**config.mk**
```make
export PLATFORM = sky130hd
export DESIGN_NAME = serial_gpio_expander
export DESIGN_NICKNAME = d
export VERILOG_FILES = /design/src/rtl/sgx_pkg.sv /design/src/rtl/sgx_clkdiv.sv /design/src/rtl/sgx_regs.sv /design/src/rtl/sgx_frame_seq.sv /design/src/rtl/serial_gpio_expander.sv
export SDC_FILE = /design/constraint.sdc
export NUM_CORES = 1
export LEC_CHECK = 0
export BUFFER_PORTS_ARGS = -buffer_cell sky130_fd_sc_hd__buf_4
export CAP_MARGIN = 40
export CORE_MARGIN = 2
export CORE_UTILIZATION = 55
export CTS_CLUSTER_DIAMETER = 100
export CTS_CLUSTER_SIZE = 28
export DETAILED_ROUTE_END_ITERATION = 6
export GPL_TIMING_DRIVEN = 0
export PLACE_DENSITY = 0.8
export SLEW_MARGIN = 20
export SYNTH_ARGS = -nofsm -noshare
export SYNTH_HDL_FRONTEND = slang
export SYNTH_SLANG_ARGS = --single-unit
```
**constraint.sdc**
```tcl
create_clock -name clk -period 4.3 [get_ports clk]
set_input_delay 0 -clock clk [delete_from_list [all_inputs] [get_ports clk]]
set_output_delay 0 -clock clk [all_outputs]
set_load 0.01 [all_outputs]
```
**src/rtl/sgx_pkg.sv**
```systemverilog
package sgx_pkg;

  typedef enum logic [1:0] {
    SEQ_IDLE  = 2'd0,
    SEQ_SHIFT = 2'd1,
    SEQ_GAP   = 2'd2,
    SEQ_LOAD  = 2'd3
  } seq_state_e;

  // Word addresses of the register port
  localparam logic [3:0] ADR_CTRL     = 4'd0;
  localparam logic [3:0] ADR_DIV      = 4'd1;
  localparam logic [3:0] ADR_MASK     = 4'd2;
  localparam logic [1:0] GRP_OUT      = 2'd1;  // addresses 4..7
  localparam logic [1:0] GRP_POL      = 2'd2;  // addresses 8..11
  localparam logic [1:0] GRP_IN       = 2'd3;  // addresses 12..15

endpackage

```
**src/rtl/sgx_clkdiv.sv**
```systemverilog
module sgx_clkdiv #(
  parameter int unsigned DIV_W = 16
) (
  input  logic             clk,
  input  logic             rst_n,
  input  logic             active,
  input  logic [DIV_W-1:0] div,
  output logic             tick
);

  logic [DIV_W-1:0] cnt_q, cnt_d;
  logic             wrap;

  assign wrap = (cnt_q == div);
  assign tick = active && wrap;

  always_comb begin
    cnt_d = cnt_q;
    if (!active || wrap) begin
      cnt_d = '0;
    end else begin
      cnt_d = cnt_q + DIV_W'(1);
    end
  end

  always_ff @(posedge clk or negedge rst_n) begin
    if (!rst_n) begin
      cnt_q <= '0;
    end else begin
      cnt_q <= cnt_d;
    end
  end

endmodule

```
**src/rtl/sgx_regs.sv**
```systemverilog
module sgx_regs
  import sgx_pkg::*;
#(
  parameter int unsigned GPIO_W    = 128,
  parameter int unsigned NUM_PORTS = 32,
  parameter int unsigned DIV_W     = 16,
  parameter int unsigned BPP_W     = 2,
  localparam int unsigned WORDS    = GPIO_W / 32
) (
  input  logic                 clk,
  input  logic                 rst_n,
  input  logic                 wr_en,
  input  logic [3:0]           addr,
  input  logic [31:0]          wdata,
  output logic [31:0]          rdata,
  output logic                 run,
  output logic [BPP_W-1:0]     bpp_m1,
  output logic [DIV_W-1:0]     div,
  output logic [NUM_PORTS-1:0] port_mask,
  output logic [GPIO_W-1:0]    out_bits,
  output logic [GPIO_W-1:0]    pol_bits,
  input  logic                 frame_done,
  input  logic [GPIO_W-1:0]    shadow
);

  logic                 run_q, run_d;
  logic [BPP_W-1:0]     bpp_q, bpp_d;
  logic [DIV_W-1:0]     div_q, div_d;
  logic [NUM_PORTS-1:0] mask_q, mask_d;
  logic [31:0]          out_q [WORDS];
  logic [31:0]          out_d [WORDS];
  logic [31:0]          pol_q [WORDS];
  logic [31:0]          pol_d [WORDS];
  logic [31:0]          in_q  [WORDS];
  logic [31:0]          in_d  [WORDS];

  // Scalar configuration: next state
  always_comb begin
    run_d  = run_q;
    bpp_d  = bpp_q;
    div_d  = div_q;
    mask_d = mask_q;
    if (wr_en) begin
      case (addr)
        ADR_CTRL: begin
          run_d = wdata[0];
          bpp_d = wdata[BPP_W:1];
        end
        ADR_DIV:  div_d  = wdata[DIV_W-1:0];
        ADR_MASK: mask_d = wdata[NUM_PORTS-1:0];
        default:  ;
      endcase
    end
  end

  // Per-word data registers: next state
  for (genvar w = 0; w < WORDS; w++) begin : g_word
    localparam logic [1:0] WSEL = 2'(w);
    logic hit_out, hit_pol;
    assign hit_out  = wr_en && (addr[3:2] == GRP_OUT) && (addr[1:0] == WSEL);
    assign hit_pol  = wr_en && (addr[3:2] == GRP_POL) && (addr[1:0] == WSEL);
    assign out_d[w] = hit_out ? wdata : out_q[w];
    assign pol_d[w] = hit_pol ? wdata : pol_q[w];
    assign in_d[w]  = frame_done ? shadow[w*32 +: 32] : in_q[w];
    assign out_bits[w*32 +: 32] = out_q[w];
    assign pol_bits[w*32 +: 32] = pol_q[w];
  end

  always_ff @(posedge clk or negedge rst_n) begin
    if (!rst_n) begin
      run_q  <= 1'b0;
      bpp_q  <= '0;
      div_q  <= '0;
      mask_q <= '1;
      for (int w = 0; w < WORDS; w++) begin
        out_q[w] <= '0;
        pol_q[w] <= '0;
        in_q[w]  <= '0;
      end
    end else begin
      run_q  <= run_d;
      bpp_q  <= bpp_d;
      div_q  <= div_d;
      mask_q <= mask_d;
      for (int w = 0; w < WORDS; w++) begin
        out_q[w] <= out_d[w];
        pol_q[w] <= pol_d[w];
        in_q[w]  <= in_d[w];
      end
    end
  end

  // Read multiplexer
  always_comb begin
    rdata = '0;
    case (addr)
      ADR_CTRL: begin
        rdata[0]       = run_q;
        rdata[BPP_W:1] = bpp_q;
      end
      ADR_DIV:  rdata[DIV_W-1:0]     = div_q;
      ADR_MASK: rdata[NUM_PORTS-1:0] = mask_q;
      default: begin
        case (addr[3:2])
          GRP_OUT: rdata = out_q[addr[1:0]];
          GRP_POL: rdata = pol_q[addr[1:0]];
          GRP_IN:  rdata = in_q[addr[1:0]];
          default: rdata = '0;
        endcase
      end
    endcase
  end

  assign run       = run_q;
  assign bpp_m1    = bpp_q;
  assign div       = div_q;
  assign port_mask = mask_q;

endmodule

```
**src/rtl/sgx_frame_seq.sv**
```systemverilog
module sgx_frame_seq
  import sgx_pkg::*;
#(
  parameter int unsigned NUM_PORTS = 32,
  parameter int unsigned MAX_BPP   = 4,
  parameter int unsigned BPP_W     = 2,
  localparam int unsigned GPIO_W   = NUM_PORTS * MAX_BPP,
  localparam int unsigned PORT_W   = $clog2(NUM_PORTS),
  localparam int unsigned IDX_W    = $clog2(GPIO_W)
) (
  input  logic                 clk,
  input  logic                 rst_n,
  input  logic                 run,
  input  logic                 tick,
  input  logic [NUM_PORTS-1:0] port_mask,
  input  logic [BPP_W-1:0]     bpp_m1,
  input  logic [GPIO_W-1:0]    drive_bits,
  input  logic [GPIO_W-1:0]    pol_bits,
  input  logic                 sio_di,
  output logic                 active,
  output logic                 sio_clk,
  output logic                 sio_ld,
  output logic                 sio_do,
  output logic                 frame_done,
  output logic [GPIO_W-1:0]    shadow
);

  seq_state_e          state_q, state_d;
  logic [PORT_W-1:0]   port_q, port_d;
  logic [BPP_W-1:0]    bit_q, bit_d;
  logic                clk_q, clk_d;
  logic                ld_q, ld_d;
  logic                do_q, do_d;
  logic                half_q, half_d;
  logic [GPIO_W-1:0]   shadow_q, shadow_d;

  logic                first_ok, next_ok;
  logic [PORT_W-1:0]   first_port, next_port;
  logic [IDX_W-1:0]    cur_idx, first_idx, next_idx;
  logic                begin_frame;

  // Lowest enabled port overall, and lowest enabled port above the current one
  always_comb begin
    first_ok   = 1'b0;
    first_port = '0;
    next_ok    = 1'b0;
    next_port  = '0;
    for (int p = NUM_PORTS - 1; p >= 0; p--) begin
      if (port_mask[p]) begin
        first_ok   = 1'b1;
        first_port = PORT_W'(p);
      end
      if (port_mask[p] && (p > int'(port_q))) begin
        next_ok   = 1'b1;
        next_port = PORT_W'(p);
      end
    end
  end

  assign cur_idx   = IDX_W'(int'(port_q) * MAX_BPP + int'(bit_q));
  assign first_idx = IDX_W'(int'(first_port) * MAX_BPP);
  assign next_idx  = IDX_W'(int'(next_port) * MAX_BPP);

  always_comb begin
    state_d     = state_q;
    port_d      = port_q;
    bit_d       = bit_q;
    clk_d       = clk_q;
    ld_d        = ld_q;
    do_d        = do_q;
    half_d      = half_q;
    shadow_d    = shadow_q;
    frame_done  = 1'b0;
    begin_frame = 1'b0;

    case (state_q)
      SEQ_IDLE: begin
        if (run) begin_frame = 1'b1;
      end
      SEQ_SHIFT: begin
        if (tick) begin
          if (!clk_q) begin
            clk_d             = 1'b1;
            shadow_d[cur_idx] = sio_di ^ pol_bits[cur_idx];
          end else begin
            clk_d = 1'b0;
            if (bit_q < bpp_m1) begin
              bit_d = bit_q + BPP_W'(1);
              do_d  = drive_bits[cur_idx + IDX_W'(1)];
            end else if (next_ok) begin
              port_d = next_port;
              bit_d  = '0;
              do_d   = drive_bits[next_idx];
            end else begin
              state_d    = SEQ_LOAD;
              ld_d       = 1'b1;
              half_d     = 1'b0;
              frame_done = 1'b1;
            end
          end
        end
      end
      SEQ_GAP: begin
        if (tick) begin
          state_d    = SEQ_LOAD;
          ld_d       = 1'b1;
          half_d     = 1'b0;
          frame_done = 1'b1;
        end
      end
      SEQ_LOAD: begin
        if (tick) begin
          if (!half_q) begin
            half_d = 1'b1;
          end else begin
            ld_d        = 1'b0;
            begin_frame = 1'b1;
          end
        end
      end
      default: state_d = SEQ_IDLE;
    endcase

    if (begin_frame) begin
      shadow_d = '0;
      half_d   = 1'b0;
      clk_d    = 1'b0;
      if (first_ok) begin
        state_d = SEQ_SHIFT;
        port_d  = first_port;
        bit_d   = '0;
        do_d    = drive_bits[first_idx];
      end else begin
        state_d = SEQ_GAP;
      end
    end

    if (!run) begin
      state_d    = SEQ_IDLE;
      clk_d      = 1'b0;
      ld_d       = 1'b0;
      do_d       = 1'b0;
      frame_done = 1'b0;
    end
  end

  always_ff @(posedge clk or negedge rst_n) begin
    if (!rst_n) begin
      state_q  <= SEQ_IDLE;
      port_q   <= '0;
      bit_q    <= '0;
      clk_q    <= 1'b0;
      ld_q     <= 1'b0;
      do_q     <= 1'b0;
      half_q   <= 1'b0;
      shadow_q <= '0;
    end else begin
      state_q  <= state_d;
      port_q   <= port_d;
      bit_q    <= bit_d;
      clk_q    <= clk_d;
      ld_q     <= ld_d;
      do_q     <= do_d;
      half_q   <= half_d;
      shadow_q <= shadow_d;
    end
  end

  assign active  = (state_q != SEQ_IDLE);
  assign sio_clk = clk_q;
  assign sio_ld  = ld_q;
  assign sio_do  = do_q;
  assign shadow  = shadow_q;

endmodule

```
**src/rtl/serial_gpio_expander.sv**
```systemverilog
module serial_gpio_expander #(
  parameter int unsigned NUM_PORTS = 32,
  parameter int unsigned MAX_BPP   = 4,
  parameter int unsigned DIV_W     = 16
) (
  input  logic        clk,
  input  logic        rst_n,
  input  logic        reg_wr,
  input  logic [3:0]  reg_addr,
  input  logic [31:0] reg_wdata,
  output logic [31:0] reg_rdata,
  output logic        sio_clk,
  output logic        sio_ld,
  output logic        sio_do,
  input  logic        sio_di
);

  localparam int unsigned GPIO_W = NUM_PORTS * MAX_BPP;
  localparam int unsigned BPP_W  = $clog2(MAX_BPP);

  logic                 ctl_run;
  logic [BPP_W-1:0]     ctl_bpp_m1;
  logic [DIV_W-1:0]     ctl_div;
  logic [NUM_PORTS-1:0] ctl_mask;
  logic [GPIO_W-1:0]    ctl_out;
  logic [GPIO_W-1:0]    ctl_pol;
  logic [GPIO_W-1:0]    drive_bits;
  logic [GPIO_W-1:0]    shadow;
  logic                 frame_done;
  logic                 seq_active;
  logic                 tick;

  assign drive_bits = ctl_out ^ ctl_pol;

  sgx_regs #(
    .GPIO_W    (GPIO_W),
    .NUM_PORTS (NUM_PORTS),
    .DIV_W     (DIV_W),
    .BPP_W     (BPP_W)
  ) u_regs (
    .clk        (clk),
    .rst_n      (rst_n),
    .wr_en      (reg_wr),
    .addr       (reg_addr),
    .wdata      (reg_wdata),
    .rdata      (reg_rdata),
    .run        (ctl_run),
    .bpp_m1     (ctl_bpp_m1),
    .div        (ctl_div),
    .port_mask  (ctl_mask),
    .out_bits   (ctl_out),
    .pol_bits   (ctl_pol),
    .frame_done (frame_done),
    .shadow     (shadow)
  );

  sgx_clkdiv #(
    .DIV_W (DIV_W)
  ) u_clkdiv (
    .clk    (clk),
    .rst_n  (rst_n),
    .active (seq_active),
    .div    (ctl_div),
    .tick   (tick)
  );

  sgx_frame_seq #(
    .NUM_PORTS (NUM_PORTS),
    .MAX_BPP   (MAX_BPP),
    .BPP_W     (BPP_W)
  ) u_seq (
    .clk        (clk),
    .rst_n      (rst_n),
    .run        (ctl_run),
    .tick       (tick),
    .port_mask  (ctl_mask),
    .bpp_m1     (ctl_bpp_m1),
    .drive_bits (drive_bits),
    .pol_bits   (ctl_pol),
    .sio_di     (sio_di),
    .active     (seq_active),
    .sio_clk    (sio_clk),
    .sio_ld     (sio_ld),
    .sio_do     (sio_do),
    .frame_done (frame_done),
    .shadow     (shadow)
  );

endmodule

```
==> results.md <==
* Layout Nets at 2769
* TritonRoute pass-1 iters at 6
* Final hold viol count at 0
* Synth Flop Type: dfrtp_1
* Logic pwr share at 43.4%
* Synth Area in XOR/XNOR at 4.38%
* CP Class: flip-flop to flip-flop
* Hold wc startpoint: reg_wdata[5]
* Synth warnings at 0
* WP data arrival at 4.87 ns
* Die area at 60100 µm²
* Post-synth top area cell: dfrtp_1
* Syn nets at 2589
* Post-Route WL at 115000 µm
* Row Count at 88
* Initial core utilization at 55.6%
* Peak VDD IR at 0.000411 V
* Avg Vias per Cell at 7.12
* Cell area power density at 534 nW/µm²
* Clock power frac at 17.1%
* Number of synthesized flops with an enable pin at 0
* Register share of total power at 39.5%
* Hold Path Class: primary input to flip-flop
* Rel. slew slack at 32.4%
* Area growth, synth to finish at 10.7%
* Vias in the first global route at 25408
* FILL cells at 4422
* Final worst slack at 0.00525 ns
* I/O Buffers at 59
* Worst Reg2Reg Path Length in Cells at 13
* Mux cell area share after synthesis at 27.6%
* Yosys top cell area share at 43.8%
* Clk sinks at 592
* Fin util at 61.5%
* Wire length per cell at 32.9 µm
* Width of the die at 245 µm
* Area contributors post-synth: dfrtp_1 (44%), mux2_2 (12%), mux4_2 (9.2%)
* Setup Skew at 0.0360 ns
* Later-pin clock latency in the skew report at 0.65 ns
* WP data required at 4.87 ns
* Post-route minimum period at 4.29 ns
* Dpl ws at -0.314 ns
* Int Power at 11.0 mW
* Worst Hold Path Cells at 2
* Share of layout cells above drive strength 1 at 27.9%
* Critical Path Sink Type: flip-flop
* Sw Pwr at 7.94 mW
* Synth unique cells at 78
* Largest family of logic cells by synthesized area: multiplexers
* TritonCTS clock tree: done
* Pin count of the biggest net entering global routing at 101
* Die Ht at 245 µm
* Least-Margin Pin Slew at 1.01 ns
* Reg2Reg Launch Point: u_seq.bit_q[1]
* Sequential share of the synthesized area at 46.4%
* Asr flop ratio synth at 100%
* Total Routing Usage GR at 38.2%
* Adder-cell share of the synthesized area at 0.352%
* Clk buf depth at 3
* I/O Pins at 75
* Endpoints failing setup at 0
* Post-Synth Simple-Gate Area at 5.74%
* GRT Residual Overflow at 0
* Vias post-DR at 24908
* Sw frac at 42.0%
* WHS Endpoint: u_regs.port_mask[5]
* Leak Pwr at 14.9 nW
* Max-cap violations at 0
* CTS Buf Count at 28
* Violated checks: antenna violations
* Clk slew on worst S/H paths at 0.10 ns
* Synth Instances at 2540
* Syn avg cell area at 12.6 µm²
* Fin. max-slew vios at 0
* Routability cong. at 1.00
* Reg-to-Reg End: u_seq.sio_do
* Reg2reg setup slack at 0.005 ns
* Initial antenna violation count at 1
* First-pass GRT wire length at 168000 µm
* Final worst path period share at 99.9%
* Worst-path maximum fanout at 10
* Core outline area at 57600 µm²
* Fmax at 233 MHz
* Status: complete, but fails checks
* CTS H-tree depth at 1
* Compound-Gate Fraction of Synth Area at 11.8%
* 1st-iter DRT viols at 3128
* Hpwl dp at 85700 µm
* CP Launch Type: flip-flop
* Clock root cell: clkbuf_16
* DRC viols at 0
* Antenna Nets Post-Route at 1
* Synth Cell Area at 32000 µm²
* Synthesized flop and latch total at 592
[routing by layer]
layer / track usage, % / wire length [µm] / vias up
li1: - / - / 10049
met1: 47.9 / 41200 / 12640
met2: 58.8 / 52200 / 1712
met3: 10.1 / 13100 / 507
met4: 24.6 / 8540 / 0
met5: 0.163 / 0 / -
[through the flow]
stage / TNS [ns] / power (mW) / cells / hold WS, ns / cell area [µm²]
6_report: 0 / 18.9 / 3500 / 0.0134 / 35400
5_1_grt: -0.0383 / 19.5 / 3495 / 0.0399 / 35400
4_1_cts: 0 / 18.5 / 3475 / 0.00579 / 35100
3_5_place_dp: -30.70 / 15.3 / 3401 / 0.0153 / 33900
3_3_place_gp: -1648.85 / 15.1 / 3364 / 0.246 / 33400
2_1_floorplan: 0 / 12.4 / 2540 / -0.296 / 32000
[synthesized netlist by cell type (all sizes together) (14+ instances only)]
cell type  instances
mux4             131
a22o              14
dfstp             32
buf               97
clkbuf           123
o31ai            134
xor2              22
nand2            140
a222oi            22
xnor2            138
a21oi             32
mux2i             57
nand4             29
o211ai           145
o21ai             33
nor3              16
dfrtp            560
a22oi             51
nand3             33
nor2              64
inv               24
and3              14
nor4              14
mux2             473
[area by class of cell]
cell class	count	area (µm²)	share of cell area, %
Multi-Input combinational cell	1704	16000	45.2
Sequential cell	592	14900	41.9
Timing Repair Buffer	151	1540	4.36
Buffer	219	1090	3.08
Tap cell	765	957	2.70
Clock buffer	31	712	2.01
Clock inverter	9	145	0.410
Inverter	24	90.1	0.254
Antenna cell	5	12.5	0.0353
[cells in the final DEF (no fill, tap or decap), types with 14 or more instances in the layout]
master         synthesis  layout
o31ai_1              134     134
dfrtp_1              560     560
mux2i_1               57      57
a222oi_1              22      22
buf_1                 33      32
o21ai_0               28      28
nand3_1               33      33
dlygate4sd3_1          0      32
buf_6                 21      53
mux4_2               131     131
mux2_1               122     122
nor3_1                15      15
a22o_1                14      14
xnor2_1              138     138
xor2_1                22      22
a21oi_1               32      31
dfstp_2               32      32
mux2_2               351     351
and3_1                14      14
nor2_1                62      62
clkbuf_1             123     123
nand2_1              140     139
buf_4                 18      86
clkbuf_16              0      28
buf_2                 25      26
a22oi_1               51      51
inv_1                 22      22
o211ai_1             145     145
nand4_1               29      29
[logic make-up (layout without fill, tap and decap cells)]
group                    count (synthesis)  after routing
multiplexers                           661            661
flip-flops                             592            592
AO/OA/AOI/OAI                          506            506
AND/OR/NAND/NOR                        368            368
buffers and inverters                  244            434
XOR/XNOR                               160            160
adder cells (fa/ha/maj)                  9              9
other                                    0              5
[how the worst max path moves through the flow]
stage | start | to | slack [ns]
finish | u_seq.bit_q[1] | u_seq.sio_do | 0.005
global route | u_seq.bit_q[1] | u_seq.sio_do | -0.04
CTS | u_seq.bit_q[1] | u_seq.sio_do | 0.004
detailed placement | u_seq.port_q[2] | u_regs.in_q[110] | -0.31
global placement | rst_n | u_regs.in_q[63] | -2.95
floorplan | u_seq.bit_q[0] | u_seq.sio_do | 1.14
[power by group through the flow]
stage / registers [mW] / logic [mW] / clock network [mW]
floorplan: 7.11 / 5.26 / 0
global placement: 7.48 / 7.61 / 0
detailed placement: 7.53 / 7.80 / 0
CTS: 7.42 / 7.88 / 3.24
global route: 7.54 / 8.52 / 3.42
finish: 7.47 / 8.21 / 3.24
[worst max-delay path, cell delays in order, from the launching register on]
cell and delay [ns]:
dfrtp_1 0.44, ha_1 0.30, clkbuf_1 0.43, clkbuf_4 0.48, clkbuf_2 0.54, mux4_2 0.48
nand2_1 0.10, nand4_1 0.10, mux2i_1 0.18, mux2i_1 0.11, mux2i_1 0.23, o311ai_0 0.17
a311oi_1 0.37, o41a_1 0.26
[state kept, by name, indices dropped and copies added (netlist names), 5 cells and up]
name / cells
u_seq.shadow: 128
u_seq.port_q: 5
u_clkdiv.cnt_q: 16
u_regs.port_mask: 32
u_regs.out_bits: 128
u_regs.pol_bits: 128
u_regs.div: 16
u_regs.in_q: 128
[repair_timing]
item | 4_1_cts | 5_1_grt
endpoints found under the setup margin | 128 | 231
endpoints found under the hold margin | 569 | 0
hold buffers | 33 | 0
pin swaps | 1 | 2
setup buffers | 1 | 8
gates resized for setup | 0 | 11
(Power assumes the default switching activity.)
